File: src/rtl/smb_scl_gen.sv
module smb_scl_gen #(
  parameter int TO_W = 8
) (
  input  logic            clk,
  input  logic            rst_n,
  input  logic            enable,
  input  logic            free_to_en,
  input  logic [1:0]      src_sel,
  input  logic [3:0]      ovf_tick,
  input  logic [TO_W-1:0] to_limit,
  input  logic            scl_in,
  output logic            scl_pull,
  output logic            fall_stb,
  output logic            rise_stb,
  output logic            bus_free
);

  typedef enum logic [1:0] {S_OFF, S_LOW, S_WAIT, S_HIGH} phase_t;

  phase_t          phase;
  logic            cnt;
  logic            need2;
  logic [1:0]      sync;
  logic [TO_W-1:0] to_cnt;
  logic            scl_s;
  logic            tick;

  assign scl_s    = sync[1];
  assign tick     = ovf_tick[src_sel] & (enable | free_to_en);
  assign scl_pull = (phase == S_LOW);

  always_ff @(posedge clk or negedge rst_n) begin
    if (!rst_n) sync <= 2'b11;
    else        sync <= {sync[0], scl_in};
  end

  always_ff @(posedge clk or negedge rst_n) begin
    if (!rst_n) begin
      phase    <= S_OFF;
      cnt      <= 1'b0;
      need2    <= 1'b1;
      fall_stb <= 1'b0;
      rise_stb <= 1'b0;
    end else begin
      fall_stb <= 1'b0;
      rise_stb <= 1'b0;
      if (!enable) begin
        phase <= S_OFF;
        cnt   <= 1'b0;
        need2 <= 1'b1;
      end else begin
        case (phase)
          S_OFF: begin
            phase    <= S_LOW;
            cnt      <= 1'b0;
            need2    <= 1'b1;
            fall_stb <= 1'b1;
          end
          S_LOW: if (tick) begin
            if (cnt || !need2) begin
              phase <= S_WAIT;
              cnt   <= 1'b0;
            end else begin
              cnt <= 1'b1;
            end
          end
          S_WAIT: if (scl_s) begin
            phase    <= S_HIGH;
            cnt      <= 1'b0;
            rise_stb <= 1'b1;
          end
          S_HIGH: begin
            if (!scl_s) begin
              phase    <= S_LOW;
              cnt      <= 1'b0;
              need2    <= 1'b1;
              fall_stb <= 1'b1;
            end else if (tick) begin
              if (cnt) begin
                phase    <= S_LOW;
                cnt      <= 1'b0;
                need2    <= 1'b0;
                fall_stb <= 1'b1;
              end else begin
                cnt <= 1'b1;
              end
            end
          end
          default: phase <= S_OFF;
        endcase
      end
    end
  end

  always_ff @(posedge clk or negedge rst_n) begin
    if (!rst_n) begin
      to_cnt   <= '0;
      bus_free <= 1'b0;
    end else if (enable || !free_to_en || !scl_s) begin
      to_cnt   <= '0;
      bus_free <= 1'b0;
    end else if (tick && !bus_free) begin
      if (({1'b0, to_cnt} + 1'b1) >= {1'b0, to_limit}) bus_free <= 1'b1;
      else                                             to_cnt   <= to_cnt + 1'b1;
    end
  end

endmodule

File: config.mk
export PLATFORM = sky130hd
export DESIGN_NAME = smb_scl_gen
export DESIGN_NICKNAME = d
export VERILOG_FILES = /design/src/rtl/smb_scl_gen.sv
export SDC_FILE = /design/constraint.sdc
export NUM_CORES = 1
export LEC_CHECK = 0
export BUFFER_PORTS_ARGS = -buffer_cell sky130_fd_sc_hd__buf_2
export CAP_MARGIN = 10
export CORE_MARGIN = 5
export CORE_UTILIZATION = 30
export CTS_CLUSTER_SIZE = 28
export DETAILED_ROUTE_END_ITERATION = 8
export PLACE_DENSITY = 0.61
export SLEW_MARGIN = 20
export SYNTH_ARGS = -nofsm -noshare
export SYNTH_HDL_FRONTEND = slang
export SYNTH_SLANG_ARGS = --single-unit
File: constraint.sdc
create_clock -name clk -period 3.2 [get_ports clk]
set_clock_uncertainty 0.1 [all_clocks]
set_input_delay 0.16 -clock clk [delete_from_list [all_inputs] [get_ports clk]]
set_output_delay 0.16 -clock clk [all_outputs]
set_load 0.03 [all_outputs]
**After elaboration in Yosys (flattened, before gate mapping)**

Index checks and enable logic that the tools add are counted.

- Input port bits: 19
- Logic and storage cells: 77
- Flip-flop bits (word level): 17
- Output and inout port bits: 4

- Magnitude comparators: 2
- Reduce and logical (&&, ||, !) cells: 16
- Bitwise operators: 2
- Add/subtract/negate cells: 2
- Eq/ne operators: 10
- Muxes and demuxes: 37

Operators by type and width:

| cell | number |
|---|---|
| 8-bit 2-to-1 mux | 3 |
| 1-bit 2-to-1 mux | 22 |
| 2-bit 2-to-1 mux | 7 |
| 8-bit by 1-bit adder with 9-bit output (second input constant) | 1 |
| 9-bit by 8-bit >= comparator with 1-bit output | 1 |
| 8-bit by 1-bit adder with 8-bit output (second input constant) | 1 |
| 4-bit inequality test (second input constant) | 2 |
| 2-bit case mux with 4 select lines | 1 |
| 3-bit by 2-bit inequality test with 1-bit output (second input constant) | 2 |
| 3-bit AND reduction | 2 |
| 5-bit AND reduction | 1 |
| 2-bit == test (second input constant) | 2 |
| 1-bit logical NOT | 4 |
| 1-bit case mux with 2 select lines | 2 |
| 1-bit case mux with 4 select lines | 1 |
| 2-bit AND reduction | 2 |
| 2-bit nonzero test | 2 |
| 1-bit logical OR | 3 |
| 2-bit by 3-bit less-than comparator with 1-bit output (second input constant) | 1 |
| 3-bit by 1-bit inequality test with 1-bit output (second input constant) | 1 |
| 3-bit inequality test (second input constant) | 1 |
| 1-bit binary-select mux with 2-bit select | 1 |
| 2-bit by 1-bit == test with 1-bit output (second input constant) | 1 |
| 2-bit logical NOT | 1 |
| 4 further kinds | 4 |

**Logic depth before layout (Yosys ltp)**

Gate-level depths: netlist (run 1).

- Depth after elaboration: 7
- Gate-level depth with buffers: 11
- Depth with buffers taken out: 10

**Worst setup path before layout (run 1)**

No wires, ideal clock.

- Path type: reg2reg
- From: register to_cnt[0]
- To: register to_cnt[4]
- Arrival: 2587 ps
- Period minus slack after synthesis: 2765 ps
- Setup slack: 435 ps
- Setup time: 78 ps
- Stages on the path, launching flop included: 12
- Path through: dfrtp_1 > ha_1 > and4_1 > nand2_1 > xnor2_1 > ha_1 > a21o_1 > a211oi_1 > nand3_1 > clkbuf_1 > or4_1 > a21oi_1

- Longest elaborated chain between the ends: 4
- Elaborated cells on any way between the ends: 8
- Classes of those cells: add/sub (2); order compare (1); eq/ne (1); mux (3); reduce/logical (1)

Ends and longest elaborated chain:

| item | line | text |
|---|---|---|
| start: declaration | 24 | `logic [TO_W-1:0] to_cnt;` |
| start signal: assignment | 104 | `else to_cnt <= to_cnt + 1'b1;` |
| 8-bit by 1-bit adder with 9-bit output / 8-bit by 1-bit adder with 8-bit output (equally long branches) | 103, 104 |  |
| 9-bit by 8-bit >= comparator with 1-bit output / 8-bit 2-to-1 mux (equally long branches) | 103 | `if (({1'b0, to_cnt} + 1'b1) >= {1'b0, to_limit}) bus_free <= 1'b1;` |
| 2-bit inequality test (no line) / 8-bit 2-to-1 mux (equally long branches) | n/a |  |
| 2-bit AND reduction (no line) / 8-bit 2-to-1 mux (equally long branches) | n/a |  |

Parallel ways exist; a longest one is shown, timed or not. The select of a mux whose other input is x is not followed.
A chain may end at the register's enable or synchronous reset.

**Final worst setup path (run 1)**

- From: register to_cnt[0]
- To: register to_cnt[0]

The elaborated chain is that of the path after synthesis.

==> impl_metrics.xml, run 1 <==
<?xml version="1.0" encoding="UTF-8"?>
<metrics>
  <group name="global_routing">
    <metric name="first_global_vias" unit="">1029</metric>
    <metric name="grt.overflow.total" unit="">0</metric>
    <metric name="antenna_found_initial" unit="">0</metric>
    <metric name="global_route.usage.total" unit="">0.104</metric>
    <metric name="grt_start_max_net_pins" unit="">18</metric>
    <metric name="wire_length_of_the_first_global_routing_pass" unit="mm">4.29</metric>
  </group>
  <group name="layout">
    <metric name="syn2layout_area_growth" unit="%">21.2</metric>
    <metric name="finalNetCount" unit="">189</metric>
    <metric name="final_area" unit="um^2">1440</metric>
    <metric name="final_core_utilization" unit="">0.383</metric>
    <metric name="antenna_diode_instance_count" unit="">0</metric>
    <metric name="drive_above_1_share" unit="">0.256</metric>
    <metric name="filler_cell_count" unit="">396</metric>
    <metric name="sequential_cell_area" unit="um^2">429</metric>
    <metric name="area_used_by_multi_input_combinational_logic" unit="um^2">692</metric>
  </group>
  <group name="clocking">
    <metric name="clock_sink_count" unit="">17</metric>
    <metric name="clockBufferDepth" unit="">2</metric>
    <metric name="clk_latency" unit="ns">0.26</metric>
    <metric name="clock_tree.htree_level_count" unit="">1</metric>
    <metric name="cts_made_buffers" unit="">3</metric>
    <metric name="clk_transition_reported_paths" unit="ns">0.07</metric>
    <metric name="tritoncts" unit="">yes</metric>
    <metric name="cts-root-buf" unit="">clkbuf_8</metric>
  </group>
  <group name="floorplan">
    <metric name="die-width" unit="um">72.8</metric>
    <metric name="rows" unit="">22</metric>
    <metric name="floorplan.initialDensity" unit="">0.316</metric>
    <metric name="y_dimension_of_the_die" unit="um">72.8</metric>
    <metric name="core-area" unit="um^2">3740</metric>
    <metric name="io_pins" unit="">23</metric>
    <metric name="die_area" unit="um^2">5300</metric>
  </group>
  <group name="synthesis">
    <metric name="synthDominantAreaCellType" unit="">dfrtp_1</metric>
    <metric name="ys_seq_area_frac" unit="">0.363</metric>
    <metric name="ys_types" unit="">37</metric>
    <metric name="yosys_warnings" unit="">0</metric>
    <metric name="post_synth.cell_area_avg" unit="um^2">9.18</metric>
    <metric name="synthesis.area" unit="um^2">1180</metric>
    <metric name="postSynth.topFlopCell" unit="">dfrtp_1</metric>
    <metric name="asr_flop_ratio_synth" unit="">1.00</metric>
    <metric name="ff_latch_count_synth" unit="">17</metric>
    <metric name="synthDominantCellAreaShare" unit="">0.296</metric>
    <metric name="synthTopCellsByArea" unit="">dfrtp_1, ha_1, dfstp_2</metric>
    <metric name="synth_enable_flop_cells" unit="">0</metric>
    <metric name="synthesis.nets" unit="">161</metric>
    <metric name="post_synth_inst_count" unit="">129</metric>
  </group>
  <group name="setup_path">
    <metric name="setup.worst_path.end_class" unit="">register</metric>
    <metric name="critical_path.startpoint_type" unit="">register</metric>
    <metric name="critical_path_class" unit="">reg -&gt; reg</metric>
    <metric name="arrival" unit="ns">3.00</metric>
    <metric name="crit_required" unit="ns">3.28</metric>
    <metric name="crit_fanout" unit="">9</metric>
  </group>
  <group name="route">
    <metric name="via_density_per_instance" unit="">5.03</metric>
    <metric name="routed_wire_length_per_instance" unit="um">12.4</metric>
    <metric name="vias_post_dr" unit="">1027</metric>
    <metric name="drc" unit="">0</metric>
    <metric name="first_pass_iteration_count_of_the_detailed_router" unit="">4</metric>
    <metric name="drt_first_iter_violations" unit="">27</metric>
    <metric name="postRouteAntennaNets" unit="">0</metric>
    <metric name="postRouteWirelength" unit="mm">2.54</metric>
  </group>
  <group name="placed_design">
    <metric name="dp_hpwl" unit="mm">2.02</metric>
    <metric name="portBuffers" unit="">22</metric>
    <metric name="dp_worst_setup_slack" unit="ns">0.128</metric>
    <metric name="globalplace.congestion" unit="">0.825</metric>
    <metric name="postPlaceCellArea" unit="um^2">1330</metric>
  </group>
  <group name="timing">
    <metric name="setup_slack" unit="ns">0.283</metric>
    <metric name="count_of_final_setup_violators" unit="">0</metric>
    <metric name="worst_slew_margin_rel" unit="">0.686</metric>
    <metric name="period_minus_slack" unit="ns">2.92</metric>
    <metric name="worst_pin_slew" unit="ns">0.465</metric>
    <metric name="timing_hold_violations_final" unit="">0</metric>
    <metric name="setup_repair_after_global_routing_missed_its_margin" unit="">false</metric>
    <metric name="post-route-period-util" unit="">0.912</metric>
    <metric name="drv_slew" unit="">0</metric>
    <metric name="totalNegativeSetupSlack" unit="ns">0</metric>
    <metric name="fmax_achieved" unit="GHz">0.343</metric>
  </group>
  <group name="pwr">
    <metric name="power.switching" unit="mW">0.203</metric>
    <metric name="leakage" unit="nW">0.717</metric>
    <metric name="clock_power_share" unit="">0.286</metric>
    <metric name="combinationalPowerShare" unit="">0.294</metric>
    <metric name="p_int" unit="mW">0.393</metric>
    <metric name="irDropWorstVdd" unit="mV">0.287</metric>
    <metric name="power.share.switching" unit="">0.340</metric>
    <metric name="p_seq_frac" unit="">0.420</metric>
    <metric name="power_density" unit="nW/um^2">415</metric>
  </group>
  <group name="flow_run">
    <metric name="maxCapViolCount" unit="">0</metric>
  </group>
  <group name="status">
    <metric name="run_status" unit="">complete, no violations</metric>
  </group>
  <group name="worst_hold_path">
    <metric name="hp-class" unit="">in -&gt; reg</metric>
  </group>
</metrics>
-- final cells by class --
type,count,area share
multi-input combinational,95,0.482
sequential,17,0.299
timing repair buffer,28,0.112
tap,48,0.0418
inverter,12,0.0314
clock buffer,3,0.0288
clock inverter,1,0.00523
-- layout by cell type, fill, tap and decap left out, types with 2 or more instances in the layout --
cell type,n
buf_2,22
a41o_1,3
or4_1,4
dfrtp_1,14
dfstp_2,3
xor2_1,2
nand3_2,2
nand2_1,11
inv_1,12
nand4_1,2
and3_1,3
ha_1,13
nand3_1,4
clkbuf_8,3
o21ai_0,8
o31ai_1,4
nor2b_1,2
buf_4,4
or2_2,2
a31oi_1,2
a21o_1,2
xnor2_1,4
nor2_1,4
dlygate4sd3_1,2
a21oi_1,11
-- cells in the mapped netlist, types with 2 or more instances --
| master | instances |
|---|---|
| clkbuf_1 | 2 |
| o21ai_0 | 8 |
| xor2_1 | 2 |
| dfstp_2 | 3 |
| nand2_1 | 11 |
| nor2_1 | 4 |
| and3_1 | 3 |
| nor2b_1 | 2 |
| xnor2_1 | 4 |
| inv_1 | 12 |
| or4_1 | 4 |
| ha_1 | 13 |
| dfrtp_1 | 14 |
| a31oi_1 | 2 |
| or2_2 | 2 |
| a21o_1 | 2 |
| nand4_1 | 2 |
| a21oi_1 | 11 |
| o31ai_1 | 4 |
| a41o_1 | 3 |
| nand3_1 | 5 |
-- timing repair --
action	4_1_cts	5_1_grt
buffers inserted	0	3
resized for setup	0	2
hold buffers	2	0
endpoints found under the setup margin	0	5
hold endpoints to repair	15	0
-- kinds of logic after synthesis --
kind of cell / count (synthesis) / synth area share
compound gates: 35 / 0.188
fa+ha+maj: 13 / 0.137
flops: 17 / 0.363
mux: 2 / 0.0275
simple gates: 39 / 0.179
xor+xnor: 6 / 0.0444
buf+inv: 17 / 0.0613
-- stage by stage --
step / hold WS (ns) / power (mW) / instances
2_1_floorplan: -0.236 / 0.381 / 129
3_3_place_gp: 0.000728 / 0.424 / 195
3_5_place_dp: 0.00278 / 0.430 / 195
4_1_cts: 0.0839 / 0.607 / 201
5_1_grt: 0.103 / 0.644 / 204
6_report: 0.0864 / 0.596 / 204
-- per-layer routing --
metal  share of wire  GRT usage  vias to the layer above  routed length, um
met5               0          0                        -                  0
li1                -          -                      524                  -
met2            0.50      0.187                       25               1280
met4          0.0091     0.0287                        0                 23
met3           0.067     0.0386                        4                169
met1            0.42      0.113                      474               1070
-- flip-flops by register name, indices dropped and copies added (netlist names) --
signal    count
need2         1
phase         2
to_cnt        8
bus_free      1
sync          2
fall_stb      1
rise_stb      1
cnt           1
-- final timing paths --
| kind | end | slack (ns) | startpoint | cells after the start |
|---|---|---|---|---|
| max | to_cnt[0]$_DFFE_PN0P_ | 0.28 | to_cnt[0]$_DFFE_PN0P_ | 11 |
| min | need2$_DFFE_PN1P_ | 0.09 | enable | 2 |
| max reg2reg | to_cnt[0]$_DFFE_PN0P_ | 0.28 | to_cnt[0]$_DFFE_PN0P_ | 11 |
| min reg2reg | sync[1]$_DFF_PN1_ | 0.26 | sync[0]$_DFF_PN1_ | 0 |
| max in group asynchronous | sync[1]$_DFF_PN1_ | 2.44 | rst_n | 2 |
| min in group asynchronous | cnt$_DFFE_PN0P_ | 0.24 | rst_n | 2 |
-- power by group through the flow --
stage               clock [mW]  sequential [mW]  combinational, mW
floorplan                    0            0.264              0.117
global placement             0            0.254              0.170
detailed placement           0            0.255              0.175
CTS                      0.177            0.251              0.178
global route             0.190            0.253              0.201
finish                   0.170            0.250              0.175
-- critical path: stages (launching register included) --
cell and delay [ns]:
dfrtp_1 0.42, ha_1 0.26, and4_1 0.23, nand2_1 0.10
xnor2_1 0.15, ha_1 0.28, a21o_1 0.17, a211oi_2 0.25
nand3_2 0.19, buf_4 0.19, or3_1 0.34, a21oi_1 0.16
No activity file was read; power rests on OpenSTA's default activity.
==> run 2: changes to the inputs <==
--- a/config.mk
+++ b/config.mk
@@ -14,2 +14,3 @@
 export PLACE_DENSITY = 0.61
+export RECOVER_POWER = 100
 export SLEW_MARGIN = 20
==> constraint.sdc (replaced) <==
create_clock -name clk -period 3.2 [get_ports clk]
set_clock_uncertainty 0.1 [all_clocks]
set_input_delay 0.32 -clock clk [delete_from_list [all_inputs] [get_ports clk]]
set_output_delay 0.32 -clock clk [all_outputs]
set_load 0.03 [all_outputs]
==> run 2 against run 1 <==
Net effect:
- final cell count fell by 0.49%
- wire length is 0.55% lower
- clock power about the same
- flip-flop and latch count unchanged
- highest routed layer unchanged
- die area is the same
- non-clock buffer count shrank 1
==> impl_metrics.xml, run 2 (synthesis results as in run 1) <==
<?xml version="1.0" encoding="UTF-8"?>
<metrics>
  <group name="layout">
    <metric name="sequential_cell_area" unit="um^2">429</metric>
    <metric name="largest_register_ff_count" unit="">8</metric>
    <metric name="drive_above_1_share" unit="">0.213</metric>
    <metric name="most-common-layout-cells" unit="">buf_2, dfrtp_1, ha_1, inv_1</metric>
    <metric name="final_common_cell" unit="">buf_2</metric>
    <metric name="area_used_by_multi_input_combinational_logic" unit="um^2">683</metric>
    <metric name="filler_cell_count" unit="">403</metric>
    <metric name="finalNetCount" unit="">188</metric>
    <metric name="final_area" unit="um^2">1410</metric>
    <metric name="syn2layout_area_growth" unit="%">19.1</metric>
    <metric name="final_core_utilization" unit="">0.377</metric>
    <metric name="post_layout_nonfiller_instances" unit="">203</metric>
    <metric name="layout_top_registers" unit="">to_cnt (8), phase (2), sync (2)</metric>
    <metric name="antenna_diode_instance_count" unit="">0</metric>
    <metric name="top_register" unit="">to_cnt</metric>
  </group>
  <group name="floorplan">
    <metric name="io_pins" unit="">23</metric>
    <metric name="die_area" unit="um^2">5300</metric>
    <metric name="floorplan.initialDensity" unit="">0.316</metric>
    <metric name="rows" unit="">22</metric>
    <metric name="y_dimension_of_the_die" unit="um">72.8</metric>
    <metric name="core-area" unit="um^2">3740</metric>
    <metric name="die-width" unit="um">72.8</metric>
  </group>
  <group name="route">
    <metric name="postRouteWirelength" unit="mm">2.53</metric>
    <metric name="met2_length" unit="mm">1.27</metric>
    <metric name="routed_wire_length_per_instance" unit="um">12.4</metric>
    <metric name="drt-met1-wl" unit="mm">1.05</metric>
    <metric name="via_density_per_instance" unit="">5.04</metric>
    <metric name="highest_layer" unit="">met4</metric>
    <metric name="drc" unit="">0</metric>
    <metric name="drt_first_iter_violations" unit="">27</metric>
    <metric name="postRouteAntennaNets" unit="">0</metric>
    <metric name="met3_wirelength" unit="um">189</metric>
    <metric name="first_pass_iteration_count_of_the_detailed_router" unit="">4</metric>
    <metric name="vias_post_dr" unit="">1023</metric>
  </group>
  <group name="timing">
    <metric name="worst_pin_slew" unit="ns">0.929</metric>
    <metric name="worst_slew_margin_rel" unit="">0.381</metric>
    <metric name="count_of_final_setup_violators" unit="">0</metric>
    <metric name="totalNegativeSetupSlack" unit="ns">0</metric>
    <metric name="setup_repair_after_global_routing_missed_its_margin" unit="">false</metric>
    <metric name="period_minus_slack" unit="ns">2.90</metric>
    <metric name="fmax_achieved" unit="GHz">0.344</metric>
    <metric name="timing_hold_violations_final" unit="">0</metric>
    <metric name="setup_slack" unit="ns">0.295</metric>
    <metric name="post-route-period-util" unit="">0.908</metric>
    <metric name="drv_slew" unit="">0</metric>
    <metric name="final.hold.worst_slack" unit="ns">0.0538</metric>
  </group>
  <group name="clocking">
    <metric name="clk_transition_reported_paths" unit="ns">0.07</metric>
    <metric name="clk_latency" unit="ns">0.26</metric>
    <metric name="tritoncts" unit="">yes</metric>
    <metric name="clock_sink_count" unit="">17</metric>
    <metric name="cts_made_buffers" unit="">3</metric>
    <metric name="cts-root-buf" unit="">clkbuf_8</metric>
    <metric name="clock_tree.htree_level_count" unit="">1</metric>
    <metric name="clockBufferDepth" unit="">2</metric>
  </group>
  <group name="pwr">
    <metric name="leakage" unit="nW">0.691</metric>
    <metric name="power_density" unit="nW/um^2">419</metric>
    <metric name="irDropWorstVdd" unit="mV">0.282</metric>
    <metric name="power.total" unit="mW">0.590</metric>
  </group>
  <group name="setup_path">
    <metric name="ff2ff_setup_slack" unit="ns">0.30</metric>
    <metric name="rr_startpoint" unit="">to_cnt[0]$_DFFE_PN0P_</metric>
    <metric name="critical_path.startpoint_type" unit="">register</metric>
    <metric name="setup.worst_path.end_class" unit="">register</metric>
    <metric name="worst-r2r-cell-count" unit="">11</metric>
    <metric name="critical_register_to_register_path_endpoint" unit="">to_cnt[0]$_DFFE_PN0P_</metric>
    <metric name="arrival" unit="ns">2.99</metric>
    <metric name="crit_required" unit="ns">3.28</metric>
    <metric name="crit_fanout" unit="">9</metric>
    <metric name="critical_path_class" unit="">reg -&gt; reg</metric>
  </group>
  <group name="status">
    <metric name="run_status" unit="">complete, no violations</metric>
  </group>
  <group name="placed_design">
    <metric name="portBuffers" unit="">22</metric>
    <metric name="postPlaceCellArea" unit="um^2">1330</metric>
    <metric name="placed_cells_incl_taps" unit="">195</metric>
    <metric name="globalplace.congestion" unit="">0.825</metric>
    <metric name="dp_worst_setup_slack" unit="ns">0.128</metric>
    <metric name="dp_hpwl" unit="mm">2.02</metric>
  </group>
  <group name="worst_hold_path">
    <metric name="worst_hold_path.num_cells" unit="">1</metric>
    <metric name="hp-class" unit="">in -&gt; reg</metric>
    <metric name="min-delay-start" unit="">scl_in</metric>
    <metric name="worstHoldEndpoint" unit="">sync[0]$_DFF_PN1_</metric>
  </group>
  <group name="flow_run">
    <metric name="maxCapViolCount" unit="">0</metric>
  </group>
  <group name="global_routing">
    <metric name="antenna_found_initial" unit="">0</metric>
    <metric name="global_route.usage.total" unit="">0.103</metric>
    <metric name="wire_length_of_the_first_global_routing_pass" unit="mm">4.28</metric>
    <metric name="grt.overflow.total" unit="">0</metric>
    <metric name="first_global_vias" unit="">1030</metric>
    <metric name="grt_start_max_net_pins" unit="">18</metric>
  </group>
</metrics>
-- run 2: what timing repair did --
| action | in CTS | in global routing |
|---|---|---|
| endpoints found under the hold margin | 14 | 0 |
| endpoints found under the setup margin | 0 | 5 |
| hold buffers | 1 | 0 |
| gates resized for setup | 0 | 2 |
| buffers inserted | 0 | 3 |
-- run 2: worst max path at each step --
stage,from,to,cells after the start
6_report,to_cnt[0]$_DFFE_PN0P_,to_cnt[0]$_DFFE_PN0P_,11
5_1_grt,to_cnt[0]$_DFFE_PN0P_,to_cnt[0]$_DFFE_PN0P_,11
4_1_cts,to_cnt[0]$_DFFE_PN0P_,to_cnt[6]$_DFFE_PN0P_,10
3_5_place_dp,to_cnt[0]$_DFFE_PN0P_,to_cnt[6]$_DFFE_PN0P_,10
3_3_place_gp,to_cnt[0]$_DFFE_PN0P_,to_cnt[7]$_DFFE_PN0P_,10
2_1_floorplan,to_cnt[0]$_DFFE_PN0P_,to_cnt[4]$_DFFE_PN0P_,11
-- run 2: final cells by class --
class,count,area share
Clock buffer,3,0.0293
Clock inverter,1,0.00532
Inverter,12,0.0319
Multi-Input combinational cell,95,0.484
Sequential cell,17,0.304
Tap cell,48,0.0426
Timing Repair Buffer,27,0.102
-- run 2: report_power, final --
group          internal (mW)  leakage [nW]  switching, mW
sequential             0.236         0.224         0.0149
clock                 0.0878        0.0217         0.0817
combinational         0.0644         0.446          0.106
-- run 2: worst max-delay path: stages (launching register included) --
cell and delay [ns]:
dfrtp_1 0.41, ha_1 0.26, and4_1 0.22, nand2_1 0.10
xnor2_1 0.15, ha_1 0.28, a21o_1 0.17, a211oi_2 0.25
nand3_2 0.19, clkbuf_4 0.19, or3_1 0.34, a21oi_1 0.16
-- run 2: per-layer routing --
metal  up-vias  global-route usage
li1        522                   -
met3         4              0.0386
met4         0              0.0287
met1       469               0.112
met5         -                   0
met2        28               0.187
==> run 3: changes to the inputs <==
Settings changed: ABC_AREA set to 1, PLACE_DENSITY 0.61 to 0.6, SLEW_MARGIN 20 to not set.
==> run 3 against run 2 <==
Net effect:
- fmax increased by 16%
- sequential share of layout area is 0.56 points lower
- via count rose by 2.1%
- flip-flop and latch count unchanged
- area after synthesis rose by 5.2%
- first-iteration DRC count grew 110%
- count of clock-buffer cells in the layout increased by 1
- utilization decreased by 1.8 points
- wire length shrank 6.8%
- power grew 2.8%
- critical path type unchanged
- critical endpoint unchanged
==> impl_metrics.xml, run 3 <==
<?xml version="1.0" encoding="UTF-8"?>
<metrics>
  <group name="pwr">
    <metric name="power_density" unit="nW/um^2">422</metric>
    <metric name="power.switching" unit="mW">0.213</metric>
    <metric name="combinationalPowerShare" unit="">0.305</metric>
    <metric name="p_seq_frac" unit="">0.423</metric>
    <metric name="leakage" unit="nW">0.791</metric>
    <metric name="irDropWorstVdd" unit="mV">0.153</metric>
    <metric name="power.share.switching" unit="">0.350</metric>
    <metric name="p_int" unit="mW">0.394</metric>
    <metric name="power.total" unit="mW">0.607</metric>
    <metric name="clock_power_share" unit="">0.272</metric>
  </group>
  <group name="timing">
    <metric name="final.hold.worst_slack" unit="ns">0.0594</metric>
    <metric name="post-route-period-util" unit="">0.780</metric>
    <metric name="fmax_achieved" unit="GHz">0.401</metric>
    <metric name="worst_slew_margin_rel" unit="">0.394</metric>
    <metric name="period_minus_slack" unit="ns">2.50</metric>
    <metric name="timing_hold_violations_final" unit="">0</metric>
    <metric name="totalNegativeSetupSlack" unit="ns">0</metric>
    <metric name="setup_repair_after_global_routing_missed_its_margin" unit="">false</metric>
    <metric name="worst_pin_slew" unit="ns">0.909</metric>
    <metric name="count_of_final_setup_violators" unit="">0</metric>
    <metric name="drv_slew" unit="">0</metric>
  </group>
  <group name="layout">
    <metric name="top_register" unit="">to_cnt</metric>
    <metric name="final_common_cell" unit="">nand2_1</metric>
    <metric name="antenna_diode_instance_count" unit="">0</metric>
    <metric name="sequential_cell_area" unit="um^2">429</metric>
    <metric name="largest_register_ff_count" unit="">8</metric>
    <metric name="syn2layout_area_growth" unit="%">15.4</metric>
    <metric name="layout_top_registers" unit="">to_cnt (8), phase (2), sync (2)</metric>
    <metric name="filler_cell_count" unit="">440</metric>
    <metric name="finalNetCount" unit="">224</metric>
    <metric name="drive_above_1_share" unit="">0.168</metric>
    <metric name="most-common-layout-cells" unit="">nand2_1, inv_1, buf_2, nand3_1, dfrtp_1</metric>
    <metric name="area_used_by_multi_input_combinational_logic" unit="um^2">659</metric>
  </group>
  <group name="clocking">
    <metric name="clockBufferDepth" unit="">2</metric>
    <metric name="tritoncts" unit="">yes</metric>
    <metric name="clock_tree.htree_level_count" unit="">1</metric>
    <metric name="clock_sink_count" unit="">17</metric>
    <metric name="cts_made_buffers" unit="">3</metric>
    <metric name="cts-root-buf" unit="">clkbuf_8</metric>
    <metric name="postcts_setup_bufs" unit="">0</metric>
    <metric name="clk_latency" unit="ns">0.25</metric>
    <metric name="clk_transition_reported_paths" unit="ns">0.07</metric>
  </group>
  <group name="global_routing">
    <metric name="wire_length_of_the_first_global_routing_pass" unit="mm">4.33</metric>
    <metric name="first_global_vias" unit="">1049</metric>
    <metric name="grt.overflow.total" unit="">0</metric>
    <metric name="grt_start_max_net_pins" unit="">18</metric>
    <metric name="antenna_found_initial" unit="">0</metric>
    <metric name="global_route.usage.total" unit="">0.100</metric>
  </group>
  <group name="floorplan">
    <metric name="die-width" unit="um">74.4</metric>
    <metric name="io_pins" unit="">23</metric>
    <metric name="core-area" unit="um^2">4000</metric>
    <metric name="y_dimension_of_the_die" unit="um">74.4</metric>
    <metric name="die_area" unit="um^2">5540</metric>
    <metric name="floorplan.initialDensity" unit="">0.311</metric>
    <metric name="rows" unit="">23</metric>
  </group>
  <group name="route">
    <metric name="postRouteWirelength" unit="mm">2.35</metric>
    <metric name="postRouteAntennaNets" unit="">0</metric>
    <metric name="drc" unit="">0</metric>
    <metric name="via_density_per_instance" unit="">4.33</metric>
    <metric name="first_pass_iteration_count_of_the_detailed_router" unit="">4</metric>
    <metric name="routed_wire_length_per_instance" unit="um">9.77</metric>
    <metric name="vias_post_dr" unit="">1044</metric>
    <metric name="drt_first_iter_violations" unit="">56</metric>
  </group>
  <group name="status">
    <metric name="run_status" unit="">complete, no violations</metric>
  </group>
  <group name="placed_design">
    <metric name="dp_hpwl" unit="mm">1.89</metric>
    <metric name="globalplace.congestion" unit="">0.811</metric>
    <metric name="portBuffers" unit="">22</metric>
  </group>
  <group name="setup_path">
    <metric name="crit_path_cell_trace" unit="">ha_1 -&gt; nand3_1 -&gt; xor2_1 -&gt; ha_1 -&gt; nand2_1 -&gt; inv_1 -&gt; nand2_1 -&gt; nand3_1 -&gt; nand2_1 -&gt; nand2_1 -&gt; nand2_1 -&gt; nand3_4 -&gt; nand2_1 -&gt; nand2_1 -&gt; nand2_1</metric>
    <metric name="critical_path.startpoint_type" unit="">register</metric>
    <metric name="timing.critical_path.mode_cell" unit="">nand2_1</metric>
    <metric name="crit_buf_inv" unit="">1</metric>
    <metric name="crit_fanout" unit="">9</metric>
    <metric name="setup.worst_path.end_class" unit="">register</metric>
    <metric name="cp_top_family" unit="">simple AND/OR/NAND/NOR gates</metric>
    <metric name="worst_path_largest_cell_delay" unit="ns">0.44</metric>
    <metric name="critical_path.slowest_cell" unit="">dfrtp_1</metric>
    <metric name="arrival" unit="ns">2.59</metric>
    <metric name="critical_path_class" unit="">reg -&gt; reg</metric>
    <metric name="crit_required" unit="ns">3.30</metric>
  </group>
  <group name="synthesis">
    <metric name="ys_top_cells_by_count" unit="">nand2_1, inv_1, dfrtp_1, nand3_1, ha_1</metric>
    <metric name="ff_latch_count_synth" unit="">17</metric>
    <metric name="asr_flop_ratio_synth" unit="">1.00</metric>
    <metric name="synthesis.nets" unit="">197</metric>
    <metric name="synthTopCellsByArea" unit="">dfrtp_1, ha_1, nand2_1</metric>
    <metric name="ys_seq_area_frac" unit="">0.345</metric>
    <metric name="synth_enable_flop_cells" unit="">0</metric>
    <metric name="synthDominantAreaCellType" unit="">dfrtp_1</metric>
    <metric name="post_synth.cell_area_avg" unit="um^2">7.55</metric>
    <metric name="yosysMostFrequentCell" unit="">nand2_1</metric>
    <metric name="post_synth_inst_count" unit="">165</metric>
    <metric name="synthesis.area" unit="um^2">1240</metric>
    <metric name="synthDominantCellAreaShare" unit="">0.281</metric>
    <metric name="ys_types" unit="">26</metric>
    <metric name="yosys_warnings" unit="">0</metric>
    <metric name="postSynth.topFlopCell" unit="">dfrtp_1</metric>
  </group>
  <group name="flow_run">
    <metric name="maxCapViolCount" unit="">0</metric>
  </group>
  <group name="worst_hold_path">
    <metric name="hp-class" unit="">in -&gt; reg</metric>
  </group>
</metrics>
run 3: final timing paths:
check / slack [ns] / depth (start not counted) / start / end
max reg2reg: 0.70 / 15 / to_cnt[0]$_DFFE_PN0P_ / to_cnt[0]$_DFFE_PN0P_
max: 0.70 / 15 / to_cnt[0]$_DFFE_PN0P_ / to_cnt[0]$_DFFE_PN0P_
min in group asynchronous: 0.61 / 2 / rst_n / rise_stb$_DFF_PN0_
min: 0.06 / 1 / scl_in / sync[0]$_DFF_PN1_
min reg2reg: 0.26 / 0 / sync[0]$_DFF_PN1_ / sync[1]$_DFF_PN1_
max in group asynchronous: 1.83 / 2 / rst_n / to_cnt[5]$_DFFE_PN0P_
run 3: worst register-to-register path, stage by stage (launching register included):
cell     delay [ns]
dfrtp_1        0.44
ha_1           0.25
nand3_1        0.14
xor2_1         0.23
ha_1           0.28
nand2_1        0.07
inv_1          0.04
nand2_1        0.06
nand3_1        0.10
nand2_1        0.07
nand2_1        0.04
nand2_1        0.11
nand3_4        0.13
nand2_1        0.23
nand2_1        0.09
nand2_1        0.06
run 3: cell families (layout without fill, tap and decap cells):
| family | Yosys count | count (layout) | synth area share |
|---|---|---|---|
| compound gates | 18 | 18 | 0.0874 |
| xor+xnor | 3 | 3 | 0.0211 |
| flops | 17 | 17 | 0.345 |
| fa+ha+maj | 13 | 13 | 0.131 |
| simple gates | 80 | 80 | 0.306 |
| buf+inv | 34 | 60 | 0.111 |
run 3: what timing repair did:
action	4_1_cts	5_1_grt
resized for setup	0	0
hold buffers	1	0
endpoints found under the hold margin	14	0
run 3: final cells by class:
| class | count | share of cell area |
|---|---|---|
| clock buffer | 4 | 0.0314 |
| inverter | 33 | 0.0880 |
| multi-input combinational | 114 | 0.459 |
| sequential | 17 | 0.299 |
| tap | 50 | 0.0436 |
| timing repair buffer | 23 | 0.0793 |
run 3: stage by stage:
step	utilization	area (um^2)	std cells	setup WS, ns
floorplan	-	1240	165	1.13
global placement	0.352	1410	236	0.879
global route	0.359	1440	241	0.413
finish	0.359	1440	241	0.703
CTS	0.365	1460	241	0.828
detailed placement	0.352	1410	236	0.852
run 3: routing by layer:
layer,vias to the layer above,share of wire,GRT usage
li1,570,-,-
met1,452,0.47,0.127
met2,17,0.47,0.164
met3,5,0.041,0.0135
met4,0,0.020,0.0534
met5,-,0,0
run 3: power groups by stage:
stage	clock (mW)	combinational (mW)	sequential (mW)
floorplan	0	0.132	0.271
global placement	0	0.193	0.260
detailed placement	0	0.194	0.261
CTS	0.172	0.196	0.257
global route	0.182	0.218	0.260
finish	0.165	0.185	0.257
